==> src/rtl/rx_skew_pkg.sv <==
package rx_skew_pkg;
    localparam int NUM_TRIALS = 4;
    localparam int CODE_W     = $clog2(NUM_TRIALS);

    typedef logic [CODE_W-1:0]     code_t;
    typedef logic [NUM_TRIALS-1:0] mask_t;

    typedef enum logic [1:0] {
        ST_IDLE,
        ST_APPLY,
        ST_READ,
        ST_RESOLVE
    } phase_e;
endpackage

==> src/rtl/skew_mask_decoder.sv <==
module skew_mask_decoder
    import rx_skew_pkg::*;
(
    input  mask_t mask_i,
    output logic  ok_o,
    output code_t code_o
);
    always_comb begin
        ok_o   = 1'b1;
        code_o = '0;
        case (mask_i)
            4'b0001: code_o = code_t'(0);
            4'b0010: code_o = code_t'(1);
            4'b0011: code_o = code_t'(0);
            4'b0100: code_o = code_t'(2);
            4'b0110: code_o = code_t'(1);
            4'b0111: code_o = code_t'(1);
            4'b1000: code_o = code_t'(3);
            4'b1100: code_o = code_t'(3);
            4'b1110: code_o = code_t'(2);
            4'b1111: code_o = code_t'(1);
            default: begin
                ok_o   = 1'b0;
                code_o = '0;
            end
        endcase
    end


    always_comb begin
        single_pass_pick_chk: assert (($countones(mask_i) != 1) ||
                                      (ok_o && ((mask_t'(1) << code_o) == mask_i)));
    end
endmodule

==> src/rtl/skew_trial_fsm.sv <==
module skew_trial_fsm
    import rx_skew_pkg::*;
#(
    parameter int              DATA_W       = 16,
    parameter logic [DATA_W-1:0] PASS_PATTERN = 16'h5AA5
) (
    input  logic              clk,
    input  logic              rst_n,
    input  logic              start_i,
    input  logic              rd_ack_i,
    input  logic [DATA_W-1:0] rd_data_i,
    input  logic              pick_ok_i,
    input  code_t             pick_code_i,
    output mask_t             mask_o,
    output logic              rd_req_o,
    output code_t             dly_code_o,
    output logic              done_o,
    output logic              fail_o
);
    localparam code_t LAST_TRIAL = code_t'(NUM_TRIALS - 1);

    typedef struct packed {
        phase_e phase;
        code_t  trial;
        mask_t  mask;
        code_t  dly;
        logic   done;
        logic   fail;
    } regs_t;

    localparam regs_t REGS_RST = '{phase: ST_IDLE, trial: '0, mask: '0,
                                   dly: '0, done: 1'b0, fail: 1'b0};

    regs_t q, d;

    always_comb begin
        d      = q;
        d.done = 1'b0;
        case (q.phase)
            ST_IDLE: begin
                if (start_i) begin
                    d.trial = '0;
                    d.mask  = '0;
                    d.dly   = '0;
                    d.fail  = 1'b0;
                    d.phase = ST_APPLY;
                end
            end
            ST_APPLY: d.phase = ST_READ;
            ST_READ: begin
                if (rd_ack_i) begin
                    if (rd_data_i == PASS_PATTERN) begin
                        d.mask[q.trial] = 1'b1;
                    end
                    if (q.trial == LAST_TRIAL) begin
                        d.phase = ST_RESOLVE;
                    end else begin
                        d.trial = q.trial + code_t'(1);
                        d.dly   = q.trial + code_t'(1);
                        d.phase = ST_APPLY;
                    end
                end
            end
            ST_RESOLVE: begin
                d.done  = 1'b1;
                d.phase = ST_IDLE;
                d.fail  = !pick_ok_i;
                d.dly   = pick_ok_i ? pick_code_i : '0;
            end
            default: d = REGS_RST;
        endcase
    end

    always_ff @(posedge clk or negedge rst_n) begin
        if (!rst_n) q <= REGS_RST;
        else        q <= d;
    end

    assign mask_o     = q.mask;
    assign rd_req_o   = (q.phase == ST_READ);
    assign dly_code_o = q.dly;
    assign done_o     = q.done;
    assign fail_o     = q.fail;


    code_settled_chk: assert property (@(posedge clk) disable iff (!rst_n)
        $rose(rd_req_o) |-> $stable(dly_code_o));


    req_held_chk: assert property (@(posedge clk) disable iff (!rst_n)
        rd_req_o && !rd_ack_i |=> rd_req_o && $stable(dly_code_o));


    fail_parks_chk: assert property (@(posedge clk) disable iff (!rst_n)
        fail_o |-> (dly_code_o == '0) && !rd_req_o);


    done_pulse_chk: assert property (@(posedge clk) disable iff (!rst_n)
        done_o |=> !done_o);


    busy_start_chk: assert property (@(posedge clk) disable iff (!rst_n)
        start_i && rd_req_o && !rd_ack_i |=> rd_req_o);


    idle_ack_chk: assert property (@(posedge clk) disable iff (!rst_n)
        (q.phase == ST_IDLE) && rd_ack_i && !start_i
        |=> $stable(dly_code_o) && $stable(fail_o) && !done_o);
endmodule

==> src/rtl/rx_skew_calibrator.sv <==
module rx_skew_calibrator #(
    parameter int                ADDR_W       = 16,
    parameter int                DATA_W       = 16,
    parameter logic [ADDR_W-1:0] TEST_ADDR    = 16'h0040,
    parameter logic [DATA_W-1:0] PASS_PATTERN = 16'h5AA5
) (
    input  logic              clk,
    input  logic              rst_n,
    input  logic              start_i,
    output logic              rd_req_o,
    output logic [ADDR_W-1:0] rd_addr_o,
    input  logic              rd_ack_i,
    input  logic [DATA_W-1:0] rd_data_i,
    output logic [1:0]        dly_code_o,
    output logic              done_o,
    output logic              fail_o
);
    import rx_skew_pkg::*;

    mask_t mask;
    logic  pick_ok;
    code_t pick_code;
    code_t dly_code;

    skew_trial_fsm #(
        .DATA_W      (DATA_W),
        .PASS_PATTERN(PASS_PATTERN)
    ) u_fsm (
        .clk        (clk),
        .rst_n      (rst_n),
        .start_i    (start_i),
        .rd_ack_i   (rd_ack_i),
        .rd_data_i  (rd_data_i),
        .pick_ok_i  (pick_ok),
        .pick_code_i(pick_code),
        .mask_o     (mask),
        .rd_req_o   (rd_req_o),
        .dly_code_o (dly_code),
        .done_o     (done_o),
        .fail_o     (fail_o)
    );

    skew_mask_decoder u_dec (
        .mask_i(mask),
        .ok_o  (pick_ok),
        .code_o(pick_code)
    );

    assign rd_addr_o  = TEST_ADDR;
    assign dly_code_o = dly_code;
endmodule

==> config.mk <==
export PLATFORM = sky130hd
export DESIGN_NAME = rx_skew_calibrator
export DESIGN_NICKNAME = d
export VERILOG_FILES = /design/src/rtl/rx_skew_pkg.sv /design/src/rtl/skew_mask_decoder.sv /design/src/rtl/skew_trial_fsm.sv /design/src/rtl/rx_skew_calibrator.sv
export SDC_FILE = /design/constraint.sdc
export NUM_CORES = 1
export LEC_CHECK = 0
export ABC_AREA = 0
export BUFFER_PORTS_ARGS = -buffer_cell sky130_fd_sc_hd__buf_2
export CORE_MARGIN = 2
export CORE_UTILIZATION = 42
export DETAILED_ROUTE_END_ITERATION = 8
export PLACE_DENSITY = 0.78
export SYNTH_ARGS = -nofsm -noshare
export SYNTH_HDL_FRONTEND = slang
export SYNTH_HIERARCHICAL = 1
export SYNTH_SLANG_ARGS = --single-unit
==> constraint.sdc <==
create_clock -name clk -period 1.9 [get_ports clk]
set_clock_uncertainty 0.1 [all_clocks]
set_input_delay 0.57 -clock clk [delete_from_list [all_inputs] [get_ports clk]]
set_output_delay 0.57 -clock clk [all_outputs]
set_load 0.01 [all_outputs]
==> flow_metrics.env <==
export IMPL_die_w_um=51.4
export IMPL_fp_dieH_um=51.4
export IMPL_numCtsBuffers=3
export IMPL_antenna_found_initial=0
export IMPL_io_buffers=24
export IMPL_ioPinCount=41
export IMPL_placed_area_um2=998
export IMPL_die_area_mm2=0.00264
export IMPL_ys_seq_area_frac=0.319
export IMPL_design_area_mm2=0.00103
export IMPL_grt_overflow=0
export IMPL_root_buffer="clkbuf_4"
export IMPL_drc=0
export IMPL_p_leak_nw=0.535
export IMPL_cts_max_path_buffers=2
export IMPL_fin_crit_ns=1.78
export IMPL_status="complete, no violations"
export IMPL_yosysTopAreaCell="dfrtp_1"
export IMPL_ys_top_cells_by_area="dfrtp_1 32%, buf_4 18%, a22o_1 7.4%"
export IMPL_worstSetupPathType="flop to output port"
export IMPL_slew_violations=0
export IMPL_cts_num_sinks=12
export IMPL_fmax_ghz=0.560
export IMPL_fin_util=0.477
export IMPL_initial_core_util=0.434
export IMPL_antenna_left=0
export IMPL_rows=17
export IMPL_drt_iter0_markers=15
export IMPL_finalSetupTns_ns=0
export IMPL_grt_pass1_wl_um=2640
export IMPL_cp_end_kind="output port"
export IMPL_gp_congestion=0.812
export IMPL_cts_tree="built"
export IMPL_syn_inst=99
export IMPL_synth_top_area_frac=0.319
export IMPL_yosys_warnings=6
export IMPL_final_nets=146
export IMPL_startpoint_type="flop"
export IMPL_core_area_mm2=0.00217
export IMPL_grtUsageTotal=0.132
export IMPL_synth_flop_cell="dfrtp_1"
export IMPL_wl_per_cell_um=11.4
export IMPL_fin_crit_sh=0.939
export IMPL_path_clk_slew_ns=0.08
export IMPL_power_total_w=0.00101
export IMPL_required_ns=1.23
export IMPL_avgSynthCellArea_um2=9.52
export IMPL_grt_pass1_vias=630
export IMPL_ctsHoldBuffers=0
export IMPL_rsz0062_at_grt="false"
export IMPL_p_per_area_mw_per_mm2=973
export IMPL_hold_violations=0
export IMPL_synth_edf_count=0
export IMPL_yosysMostFrequentCell="buf_4"
export IMPL_synth_area_um2=942
export IMPL_grt_max_degree=13
export IMPL_drive_above_1_share=0.347
export IMPL_cts_resized=0
export IMPL_diodes=0
export IMPL_yosysUniqueCellTypes=30
export IMPL_area_delta_synth_final_pct=9.83
export IMPL_min_path_type="primary input to asynchronous set/reset pin"
export IMPL_crit_arrival_ns=1.11
export IMPL_vdd_drop_max_mv=0.567
export IMPL_dr_pass1_iters=4
export IMPL_synthArstFlopShare=1.00
export IMPL_dp_hpwl_um=1340
export IMPL_htreeDepth=1
export IMPL_via_per_inst=4.74
export IMPL_setup_violations=0
export IMPL_synth_common_cells="23 x buf_4, 12 x dfrtp_1, 8 x a22o_1"
export IMPL_vias=706
export IMPL_synth_seq_cells=12
export IMPL_clock_latency_ns=0.27
export IMPL_cts_setup_buffers=0
export IMPL_finalWirelength_um=1710
export IMPL_cp_max_fo=10
export IMPL_cap_violations=0
routing by layer:
layer | vias to the layer above | wire length (um) | GRT usage
li1 | 347 | - | -
met1 | 339 | 718 | 0.160
met2 | 20 | 920 | 0.233
met3 | 0 | 67 | 0.0175
met4 | 0 | 0 | 0.0526
met5 | - | 0 | 0
metrics by stage:
step / hold slack, ns / std cells / setup WS [ns]
5_1_grt: 0.0780 / 149 / 0.0539
3_5_place_dp: 0.367 / 145 / 0.0842
4_1_cts: 0.0609 / 149 / 0.101
2_1_floorplan: 0.174 / 113 / 0.0450
6_report: 0.0649 / 149 / 0.116
3_3_place_gp: 0.356 / 145 / 0.0973
path summary, 6_finish.rpt:
| path | from | to | slack, ns | cells after the start |
|---|---|---|---|---|
| worst max-delay path | u_fsm/q[10] | rd_req_o | 0.12 | 3 |
| worst min-delay path | rst_n | u_fsm/mask_o[1] | 0.06 | 1 |
| worst max register to register | u_fsm/mask_o[0] | u_fsm/dly_code_o[1] | 0.12 | 6 |
| worst min register to register | u_fsm/dly_code_o[1] | u_fsm/dly_code_o[1] | 0.41 | 1 |
| max in group asynchronous | rst_n | u_fsm/q[8] | 1.41 | 1 |
| min in group clk | u_fsm/dly_code_o[1] | u_fsm/dly_code_o[1] | 0.41 | 1 |
registers in the layout, summed over array words and instances (netlist names):
name and flops:
u_fsm/dly_code_o 2, u_fsm/done_o 1, u_fsm/fail_o 1, u_fsm/mask_o 4
u_fsm/q 4
critical path: stages (launching register included):
cell	delay, ns
dfrtp_1	0.39
buf_4	0.19
nor2b_4	0.13
buf_2	0.14
power by group:
group | leakage (nW) | internal (W) | switching [W] | total, W
clock | 0.0210 | 0.000116 | 0.0000828 | 0.000199
sequential | 0.162 | 0.000317 | 0.0000469 | 0.000364
combinational | 0.353 | 0.000191 | 0.000253 | 0.000444
cells in the final DEF (no fill, tap or decap), types with 3 or more instances in the layout:
cell and count:
dfrtp_1 12, o21ai_0 6, ha_1 4, clkbuf_4 3, nor2_1 5, and4bb_2 4, a22o_1 8, inv_1 5
conb_1 16, buf_4 5, a21oi_1 3, nand2_1 6, buf_2 24
layout make-up:
cell class                      instances  area [um^2]
Multi-Input combinational cell         71          487
Timing Repair Buffer                   29          158
Fill cell                             218         1130
Sequential cell                        12          300
Inverter                                5         18.8
Tap cell                               28         35.0
Clock buffer                            4         36.3
cells by family (layout without fill, tap and decap cells):
logic type,count (synthesis),in the layout,share of synthesized area
mux,3,3,0.0372
simple gates,28,28,0.218
flops,12,12,0.319
buf+inv,30,38,0.220
fa+ha+maj,4,4,0.0531
other cells,2,16,0.00797
compound gates,20,20,0.145
Power figures use the tool's default switching activity.
